===== src/rtl/sbw_pkg.sv =====
package sbw_pkg;

    typedef enum logic [2:0] {
        ST_IDLE,
        ST_ADDR,
        ST_DATA,
        ST_PAD1,
        ST_PAD2
    } seq_state_e;

    localparam logic [2:0] CMD_NOP   = 3'd0;
    localparam logic [2:0] CMD_WRITE = 3'd1;
    localparam logic [2:0] CMD_LAST  = 3'd2;

    localparam logic [1:0] MODE_REISSUE = 2'b01;

endpackage


===== src/rtl/sbw_rdy_hist.sv =====
module sbw_rdy_hist #(
    parameter int LEAD = 2
) (
    input  logic clk,
    input  logic rst_n,
    input  logic wr_rdy_n,
    output logic lead_ok
);
    localparam int HW = LEAD - 1;

    logic [HW-1:0] hist_d, hist_q;

    generate
        if (HW == 1) begin : g_single
            always_comb hist_d = wr_rdy_n;
        end else begin : g_shift
            always_comb hist_d = {hist_q[HW-2:0], wr_rdy_n};
        end
    endgenerate

    always_ff @(posedge clk or negedge rst_n) begin
        if (!rst_n) hist_q <= '1;
        else        hist_q <= hist_d;
    end

    assign lead_ok = !hist_q[HW-1];

endmodule


===== src/rtl/sbw_req_buf.sv =====
module sbw_req_buf #(
    parameter int DW = 64
) (
    input  logic          clk,
    input  logic          rst_n,
    input  logic          req_valid,
    input  logic [DW-1:0] req_addr,
    input  logic [DW-1:0] req_data,
    input  logic          release_i,
    output logic          req_ready,
    output logic          pend_o,
    output logic [DW-1:0] addr_o,
    output logic [DW-1:0] data_o
);
    typedef struct packed {
        logic          pend;
        logic [DW-1:0] addr;
        logic [DW-1:0] data;
    } buf_t;

    buf_t buf_d, buf_q;

    assign req_ready = !buf_q.pend || release_i;

    always_comb begin
        buf_d = buf_q;
        if (release_i) buf_d.pend = 1'b0;
        if (req_valid && req_ready) begin
            buf_d.pend = 1'b1;
            buf_d.addr = req_addr;
            buf_d.data = req_data;
        end
    end

    always_ff @(posedge clk or negedge rst_n) begin
        if (!rst_n) buf_q <= '0;
        else        buf_q <= buf_d;
    end

    assign pend_o = buf_q.pend;
    assign addr_o = buf_q.addr;
    assign data_o = buf_q.data;

    p_hold_r9: assert property (@(posedge clk) disable iff (!rst_n)
        (buf_q.pend && !release_i) |=> (buf_q.pend && $stable(buf_q.addr)));

endmodule


===== src/rtl/sbw_seq.sv =====
module sbw_seq
    import sbw_pkg::*;
#(
    parameter int CW = 8
) (
    input  logic          clk,
    input  logic          rst_n,
    input  logic          reissue_i,
    input  logic          pend_i,
    input  logic          lead_ok_i,
    input  logic          wr_rdy_n,
    output seq_state_e    state_o,
    output logic          release_o,
    output logic          wr_done,
    output logic [CW-1:0] reissue_cnt
);
    typedef struct packed {
        seq_state_e    state;
        logic          done;
        logic [CW-1:0] cnt;
    } seq_t;

    seq_t seq_d, seq_q;
    logic start_ok;

    assign start_ok = pend_i && lead_ok_i;

    always_comb begin
        seq_d      = seq_q;
        seq_d.done = 1'b0;
        case (seq_q.state)
            ST_IDLE: if (start_ok) seq_d.state = ST_ADDR;
            ST_ADDR: begin
                if (reissue_i && wr_rdy_n) begin
                    seq_d.state = ST_IDLE;
                    seq_d.cnt   = seq_q.cnt + 1'b1;
                end else begin
                    seq_d.state = ST_DATA;
                end
            end
            ST_DATA: begin
                seq_d.done  = 1'b1;
                seq_d.state = reissue_i ? ST_IDLE : ST_PAD1;
            end
            ST_PAD1: seq_d.state = ST_PAD2;
            ST_PAD2: seq_d.state = start_ok ? ST_ADDR : ST_IDLE;
            default: seq_d.state = ST_IDLE;
        endcase
    end

    always_ff @(posedge clk or negedge rst_n) begin
        if (!rst_n) seq_q <= '{state: ST_IDLE, done: 1'b0, cnt: '0};
        else        seq_q <= seq_d;
    end

    assign state_o     = seq_q.state;
    assign release_o   = (seq_q.state == ST_DATA);
    assign wr_done     = seq_q.done;
    assign reissue_cnt = seq_q.cnt;

    p_lead_r2: assert property (@(posedge clk) disable iff (!rst_n)
        (seq_q.state == ST_ADDR) |-> !$past(wr_rdy_n, 2));

    p_start_pending_r9: assert property (@(posedge clk) disable iff (!rst_n)
        (seq_q.state == ST_ADDR) |-> pend_i);

endmodule


===== src/rtl/sbw_write_seq.sv =====
module sbw_write_seq
    import sbw_pkg::*;
#(
    parameter int DW   = 64,
    parameter int CW   = 8,
    parameter int LEAD = 2
) (
    input  logic          clk,
    input  logic          rst_n,
    input  logic [1:0]    mode_sel,
    input  logic          req_valid,
    input  logic [DW-1:0] req_addr,
    input  logic [DW-1:0] req_data,
    output logic          req_ready,
    input  logic          wr_rdy_n,
    output logic [DW-1:0] bus_ad,
    output logic [2:0]    bus_cmd,
    output logic          valid_out_n,
    output logic          wr_done,
    output logic [CW-1:0] reissue_cnt
);
    logic          reissue, lead_ok, pend, release_w;
    logic [DW-1:0] addr_w, data_w;
    seq_state_e    state_w;

    assign reissue = (mode_sel == MODE_REISSUE);

    sbw_rdy_hist #(.LEAD(LEAD)) u_hist (
        .clk      (clk),
        .rst_n    (rst_n),
        .wr_rdy_n (wr_rdy_n),
        .lead_ok  (lead_ok)
    );

    sbw_req_buf #(.DW(DW)) u_buf (
        .clk       (clk),
        .rst_n     (rst_n),
        .req_valid (req_valid),
        .req_addr  (req_addr),
        .req_data  (req_data),
        .release_i (release_w),
        .req_ready (req_ready),
        .pend_o    (pend),
        .addr_o    (addr_w),
        .data_o    (data_w)
    );

    sbw_seq #(.CW(CW)) u_seq (
        .clk         (clk),
        .rst_n       (rst_n),
        .reissue_i   (reissue),
        .pend_i      (pend),
        .lead_ok_i   (lead_ok),
        .wr_rdy_n    (wr_rdy_n),
        .state_o     (state_w),
        .release_o   (release_w),
        .wr_done     (wr_done),
        .reissue_cnt (reissue_cnt)
    );

    always_comb begin
        bus_ad      = '0;
        bus_cmd     = CMD_NOP;
        valid_out_n = 1'b1;
        case (state_w)
            ST_ADDR: begin
                bus_ad      = addr_w;
                bus_cmd     = CMD_WRITE;
                valid_out_n = 1'b0;
            end
            ST_DATA: begin
                bus_ad      = data_w;
                bus_cmd     = CMD_LAST;
                valid_out_n = 1'b0;
            end
            default: ;
        endcase
    end

    p_addr_then_data_r4: assert property (@(posedge clk) disable iff (!rst_n)
        (!valid_out_n && bus_cmd == CMD_WRITE && (!reissue || !wr_rdy_n))
        |=> (!valid_out_n && bus_cmd == CMD_LAST));

    p_reject_r6: assert property (@(posedge clk) disable iff (!rst_n)
        (!valid_out_n && bus_cmd == CMD_WRITE && reissue && wr_rdy_n)
        |=> (valid_out_n && reissue_cnt == CW'($past(reissue_cnt) + 1'b1)));

    p_pad1_r5: assert property (@(posedge clk) disable iff (!rst_n)
        (bus_cmd == CMD_LAST && !reissue) |=> (valid_out_n && bus_cmd == CMD_NOP));

    p_pad2_r5: assert property (@(posedge clk) disable iff (!rst_n)
        $past(bus_cmd == CMD_LAST && !reissue, 2) |-> (valid_out_n && bus_cmd == CMD_NOP));

    p_done_r8: assert property (@(posedge clk) disable iff (!rst_n)
        (!valid_out_n && bus_cmd == CMD_LAST) |=> wr_done);

    p_done_pulse_r8: assert property (@(posedge clk) disable iff (!rst_n)
        wr_done |=> !wr_done);

    p_busy_r9: assert property (@(posedge clk) disable iff (!rst_n)
        (!valid_out_n && bus_cmd == CMD_WRITE) |-> !req_ready);

endmodule


===== config.mk =====
export PLATFORM = sky130hd
export DESIGN_NAME = sbw_write_seq
export DESIGN_NICKNAME = d
export VERILOG_FILES = /design/src/rtl/sbw_pkg.sv /design/src/rtl/sbw_rdy_hist.sv /design/src/rtl/sbw_req_buf.sv /design/src/rtl/sbw_seq.sv /design/src/rtl/sbw_write_seq.sv
export SDC_FILE = /design/constraint.sdc
export NUM_CORES = 1
export LEC_CHECK = 0
export CAP_MARGIN = 20
export CORE_MARGIN = 1
export CORE_UTILIZATION = 44
export CTS_CLUSTER_SIZE = 24
export DETAILED_ROUTE_END_ITERATION = 6
export HOLD_SLACK_MARGIN = 0.06
export MAX_ROUTING_LAYER = met4
export PLACE_DENSITY = 0.88
export SLEW_MARGIN = 10
export SYNTH_ARGS = -nofsm -noshare
export SYNTH_HDL_FRONTEND = slang
export SYNTH_HIERARCHICAL = 1
export SYNTH_SLANG_ARGS = --single-unit

===== constraint.sdc =====
create_clock -name clk -period 1.67 [get_ports clk]
set_input_delay 0.167 -clock clk [delete_from_list [all_inputs] [get_ports clk]]
set_output_delay 0.167 -clock clk [all_outputs]
set_load 0.02 [all_outputs]

* Word level (Yosys, flattened, before mapping)
Cells that the tools add are included. W data, S select, Z words.
Storage, ports and cells: register bits after elaboration 142, bits of input ports 134, output and inout bits 78
Cells by class: add/sub/neg operators 1, equality and inequality tests 6, multiplexer cells 11, reductions and logical operators 10
Operator list (number):
- $mux W129 | 1
- $pmux W64 S2 | 1
- $pmux W3 S5 | 1
- $add A8 B1 Y8 const B | 1
- $eq A3 B2 Y1 const B | 2
- $mux W1 | 4
- $mux W2 | 2
- $pmux W2 S2 | 1
- $eq A3 B1 Y1 const B | 1
- $eq A3 B3 Y1 const B | 1
- $logic_and A1 B1 Y1 | 3
- $logic_not A3 Y1 | 1
- $mux W3 | 1
- $eq A2 B1 Y1 const B | 1
- $logic_not A1 Y1 | 2
- $ne A2 B1 Y1 const B | 1
- $reduce_and A2 Y1 | 1
- $reduce_bool A2 Y1 | 1
- $reduce_or A2 Y1 | 1
- $logic_or A1 B1 Y1 | 1

* Longest topological paths before layout
depth after elaboration 4, gate-level depth with buffers 7, depth with buffers taken out 5

* Cells and area by module
Netlist, hierarchy kept.
Modules (own cells, without submodules):
- sbw_req_buf | times used 1, cells each 274, area each 5341.4 µm²
- sbw_write_seq | times used 1, cells each 228, area each 1745.4 µm²
- sbw_seq | times used 1, cells each 46, area each 530.5 µm²
- sbw_rdy_hist | times used 1, cells each 2, area each 30.0 µm²

* Worst setup path before layout
OpenSTA, ideal clock, no wires.
path type register to register, start point register u_seq.seq_q, in the netlist u_seq/state_o[2], end point register u_buf.buf_q, in the netlist u_buf/addr_o[0], setup time 0.125 ns, arrival 1.611 ns, slack -0.066 ns, stages on the path, launching flop included 8, cells stage by stage dfrtp_1 > nand2b_1 > nor2_1 > nand2b_4 > nand2_4 > buf_12 > buf_12 > mux2_4
On the way: word-level cells in the longest chain between the ends 3
RTL lines:
- start: declaration | line sbw_seq.sv:23 | seq_t seq_d, seq_q;
- start signal: assignment | line sbw_seq.sv:52 | if (!rst_n) seq_q <= '{state: ST_IDLE, done: 1'b0, cnt: '0};
- start signal: assignment | line sbw_seq.sv:53 | else seq_q <= seq_d;
- $eq A3 B2 Y1 | line sbw_seq.sv:57 | assign release_o = (seq_q.state == ST_DATA);
- net release_w | line sbw_write_seq.sv:22 | logic reissue, lead_ok, pend, release_w;
- $logic_or A1 B1 Y1 | line sbw_req_buf.sv:23 | assign req_ready = !buf_q.pend || release_i;
- net req_ready | line sbw_write_seq.sv:14 | output logic req_ready,
- $logic_and A1 B1 Y1 | line sbw_req_buf.sv:28 | if (req_valid && req_ready) begin
- end signal: assignment | line sbw_req_buf.sv:37 | else buf_q <= buf_d;
- end: declaration | line sbw_req_buf.sv:21 | buf_t buf_d, buf_q;
The timed path passes the listed nets, and every way through them passes these cells. A chain may end at the register's enable or synchronous reset.

* Worst setup path after layout
start point register u_seq.seq_q, in the netlist u_seq/state_o[2], end point output bus_ad[26]
On the way: word-level cells in the longest chain between the ends 2, elaborated cells on any way between the ends 3, classes of those cells eq/ne (2); mux (1)
RTL lines:
- $eq A3 B2 Y1 / $eq A3 B1 Y1 (equally long branches) | line sbw_write_seq.sv:65 | case (state_w)
- $pmux W64 S2 * | line sbw_write_seq.sv:65
- end: declaration | line sbw_write_seq.sv:16 | output logic [DW-1:0] bus_ad,
Every way passes the cells marked *; elsewhere a longest branch is shown, timed or not.

==> results.toml <==
[timing]
setup_tns_ns = -38.97
fin_ws_ns = -0.270
rsz0062_at_grt = "true"
fin_crit_ns = 1.94
maxSlewViolCount = 0
finalSetupViolCount = 194
clock_skew_ns = 0.00784
post-route-period-util_pct = 116
max_freq_mhz = 516
tightest_slew_ns = 0.806
worst_hold_slack_ns = 0.243
hold_violations = 0
slew_headroom_pct = 46.1

[pwr]
switchingPower_uw = 8890
comb_power_share_pct = 57.0
p_leak_uw = 0.00558
vdd_drop_max_mv = 0.958
p_int_uw = 15400
p_seq_share_pct = 26.3
p_clk_share_pct = 16.7
power_uw = 24300
swShare_pct = 36.5
p_per_area_nw_per_um2 = 2060

[place]
dp_hpwl_mm = 12.5
place.gp.congestion = 0.805
io_buffer_count = 210
placed_cells = 981
placed_area_um2 = 10100

[setup_path]
crit_slowest_cell = "dfrtp_4"
end_kind = "output port"
slowest_delay_ns = 0.56
r2r_setup_slack_ns = -0.25
crit_type = "reg2out"
critical_path_arrival_ns = 1.77
crit_family = "flip-flops"
cp_cell_sequence = "buf_12 -> clkbuf_16 -> o32ai_2 -> buf_4"
cp-start-kind = "flip-flop"
crit_fanout = 7
required_ns = 1.50
worst-path-buf-inv = 3

[floorplanning]
io_pins = 212
fp.dieW_um = 134
die_h_um = 134
fp.dieArea_um2 = 17900
rows = 47
coreArea_um2 = 16800
initial_core_util_pct = 45.6

[final_layout]
design_area_um2 = 11800
antennaDiodeCount = 0
drive_gt1_share_pct = 47.2
multi_input_comb_area_um2 = 3950
seqCellArea_um2 = 3560
nFillCells = 1109
area_growth_pct = 54.7
nets = 949
fin_cells = 1047

[yosys]
synth_cell_types = 30
yosysSeqAreaShare_pct = 46.5
postSynthAreaPerCell_um2 = 13.9
async_reset_ff_share_pct = 100
synth_top_area_share_pct = 46.1
synth_edf_count = 0
synth-main-ff-cell = "dfrtp_1"
synth_area_um2 = 7650
synth_warnings = 6
synthCells = 550
synth_area_leader_cell = "dfrtp_1"
synth_top_cells_by_area = "dfrtp_1 (46%), mux2_4 (20%), o32ai_2 (8.5%), nand2b_1 (5.6%), mux2_2 (3.8%)"
synth_common_cells = "dfrtp_1 (141), mux2_4 (103), nand2b_1 (68), inv_1 (66), o32ai_2 (40)"
synth_nets = 685
ys_ff_latch = 142
yosysMostFrequentCell = "dfrtp_1"

[global_route]
first_global_vias = 5606
grtUsageTotal_pct = 24.0
grt-ovfl-total = 0
grt_first_pass_wirelength_mm = 31.7
grt_max_degree = 52
antenna_found_initial = 0

[clock_tree]
cts.clk_slew.worst_paths_ns = 0.06
worstSkewPairLatency_ns = 0.41
clockRootBuffer = "clkbuf_16"
clock_sinks = 142
htree_levels = 4
tritoncts = "yes"
clk_path_buf_depth = 2
cts_buffers = 17

[run_status]
run_status = "complete, but fails checks"
violations = "negative setup slack"

[route]
first_pass_iters = 4
num_vias = 5381
first_iter_violations = 265
drc = 0
routed_wl_mm = 22.2
vias_per_cell = 5.14
wl_per_cell_um = 21.2
ant_nets = 0

[worst_hold_path]
hp-class = "in2async"

[flow_run]
drv_cap = 0
==> kinds of logic (layout without fill, tap and decap cells) <==
logic type | count (synthesis) | count (layout) | synth area share [%]
xor gates and xnor gates | 7 | 7 | 0.802
other | 1 | 1 | 0.0490
buffers and inverters | 109 | 383 | 9.16
adders and majority gates | 1 | 1 | 0.164
and+or+nand+nor | 93 | 96 | 7.69
DFF | 142 | 142 | 46.5
muxes | 129 | 129 | 24.1
AOI/OAI and AO/OA | 68 | 68 | 11.6
==> cell type report <==
type / instances / area share, %
Clock buffer: 20 / 3.78
Clock inverter: 12 / 1.55
Inverter: 66 / 2.09
Multi-Input combinational cell: 302 / 33.4
Sequential cell: 142 / 30.1
Tap cell: 220 / 2.33
Timing Repair Buffer: 285 / 26.8
==> power by group through the flow <==
stage,Clock [µW],Combinational [µW],Sequential (µW)
finish,4060,13900,6410
detailed placement,0,11200,6190
global route,4290,14500,6580
CTS,4120,12200,6240
global placement,0,11000,6120
floorplan,0,7920,5950
==> flip-flops by register name, indices dropped and copies added, names as in the netlist <==
register,flops
u_hist/hist_q,1
u_buf/pend_o,1
u_seq/reissue_cnt,8
u_buf/data_o,64
u_buf/addr_o,64
u_seq/state_o,3
u_seq/wr_done,1
==> worst paths after layout <==
path	from	end	depth (start not counted)
max	u_seq/state_o[2]	bus_ad[26]	4
min	rst_n	u_buf/data_o[13]	2
max reg2reg	u_seq/state_o[2]	u_buf/data_o[13]	7
min reg2reg	u_seq/reissue_cnt[7]	u_seq/reissue_cnt[7]	1
max in group asynchronous	rst_n	u_buf/data_o[37]	3
min in group clk	wr_rdy_n	u_hist/hist_q	1
==> per-stage QoR <==
stage / worst slack [ns] / utilization (%)
floorplan: 0.0148 / -
global placement: -0.230 / 60.1
detailed placement: -0.264 / 60.1
CTS: -0.257 / 66.5
global route: -0.299 / 70.6
finish: -0.270 / 70.6
==> placed cells by master, fill, tap and decap left out, drive strengths merged, types with 5 or more instances in the layout <==
master,instances
dlymetal6s2s,5
clkinvlp,5
nand2b,70
buf,138
nor2,8
dfrtp,141
clkbuf,25
mux2,129
inv,69
clkdlybuf4s50,136
xor2,7
nand2,7
o32ai,64
==> what timing repair did <==
item | CTS | global route
gates resized for setup | 399 | 92
pin swaps | 17 | 11
endpoints found under the hold margin | 55 | 0
endpoints found under the setup margin | 196 | 203
cloned | 10 | 7
setup buffers | 11 | 7
hold buffers | 1 | 0
==> routing by layer <==
layer,track usage [%],vias up,wire length [µm]
met5,-,-,0
met2,39.6,162,11700
li1,-,2462,-
met1,30.4,2737,9270
met4,6.19,0,259
met3,4.57,20,977
(Power assumes the default switching activity.)
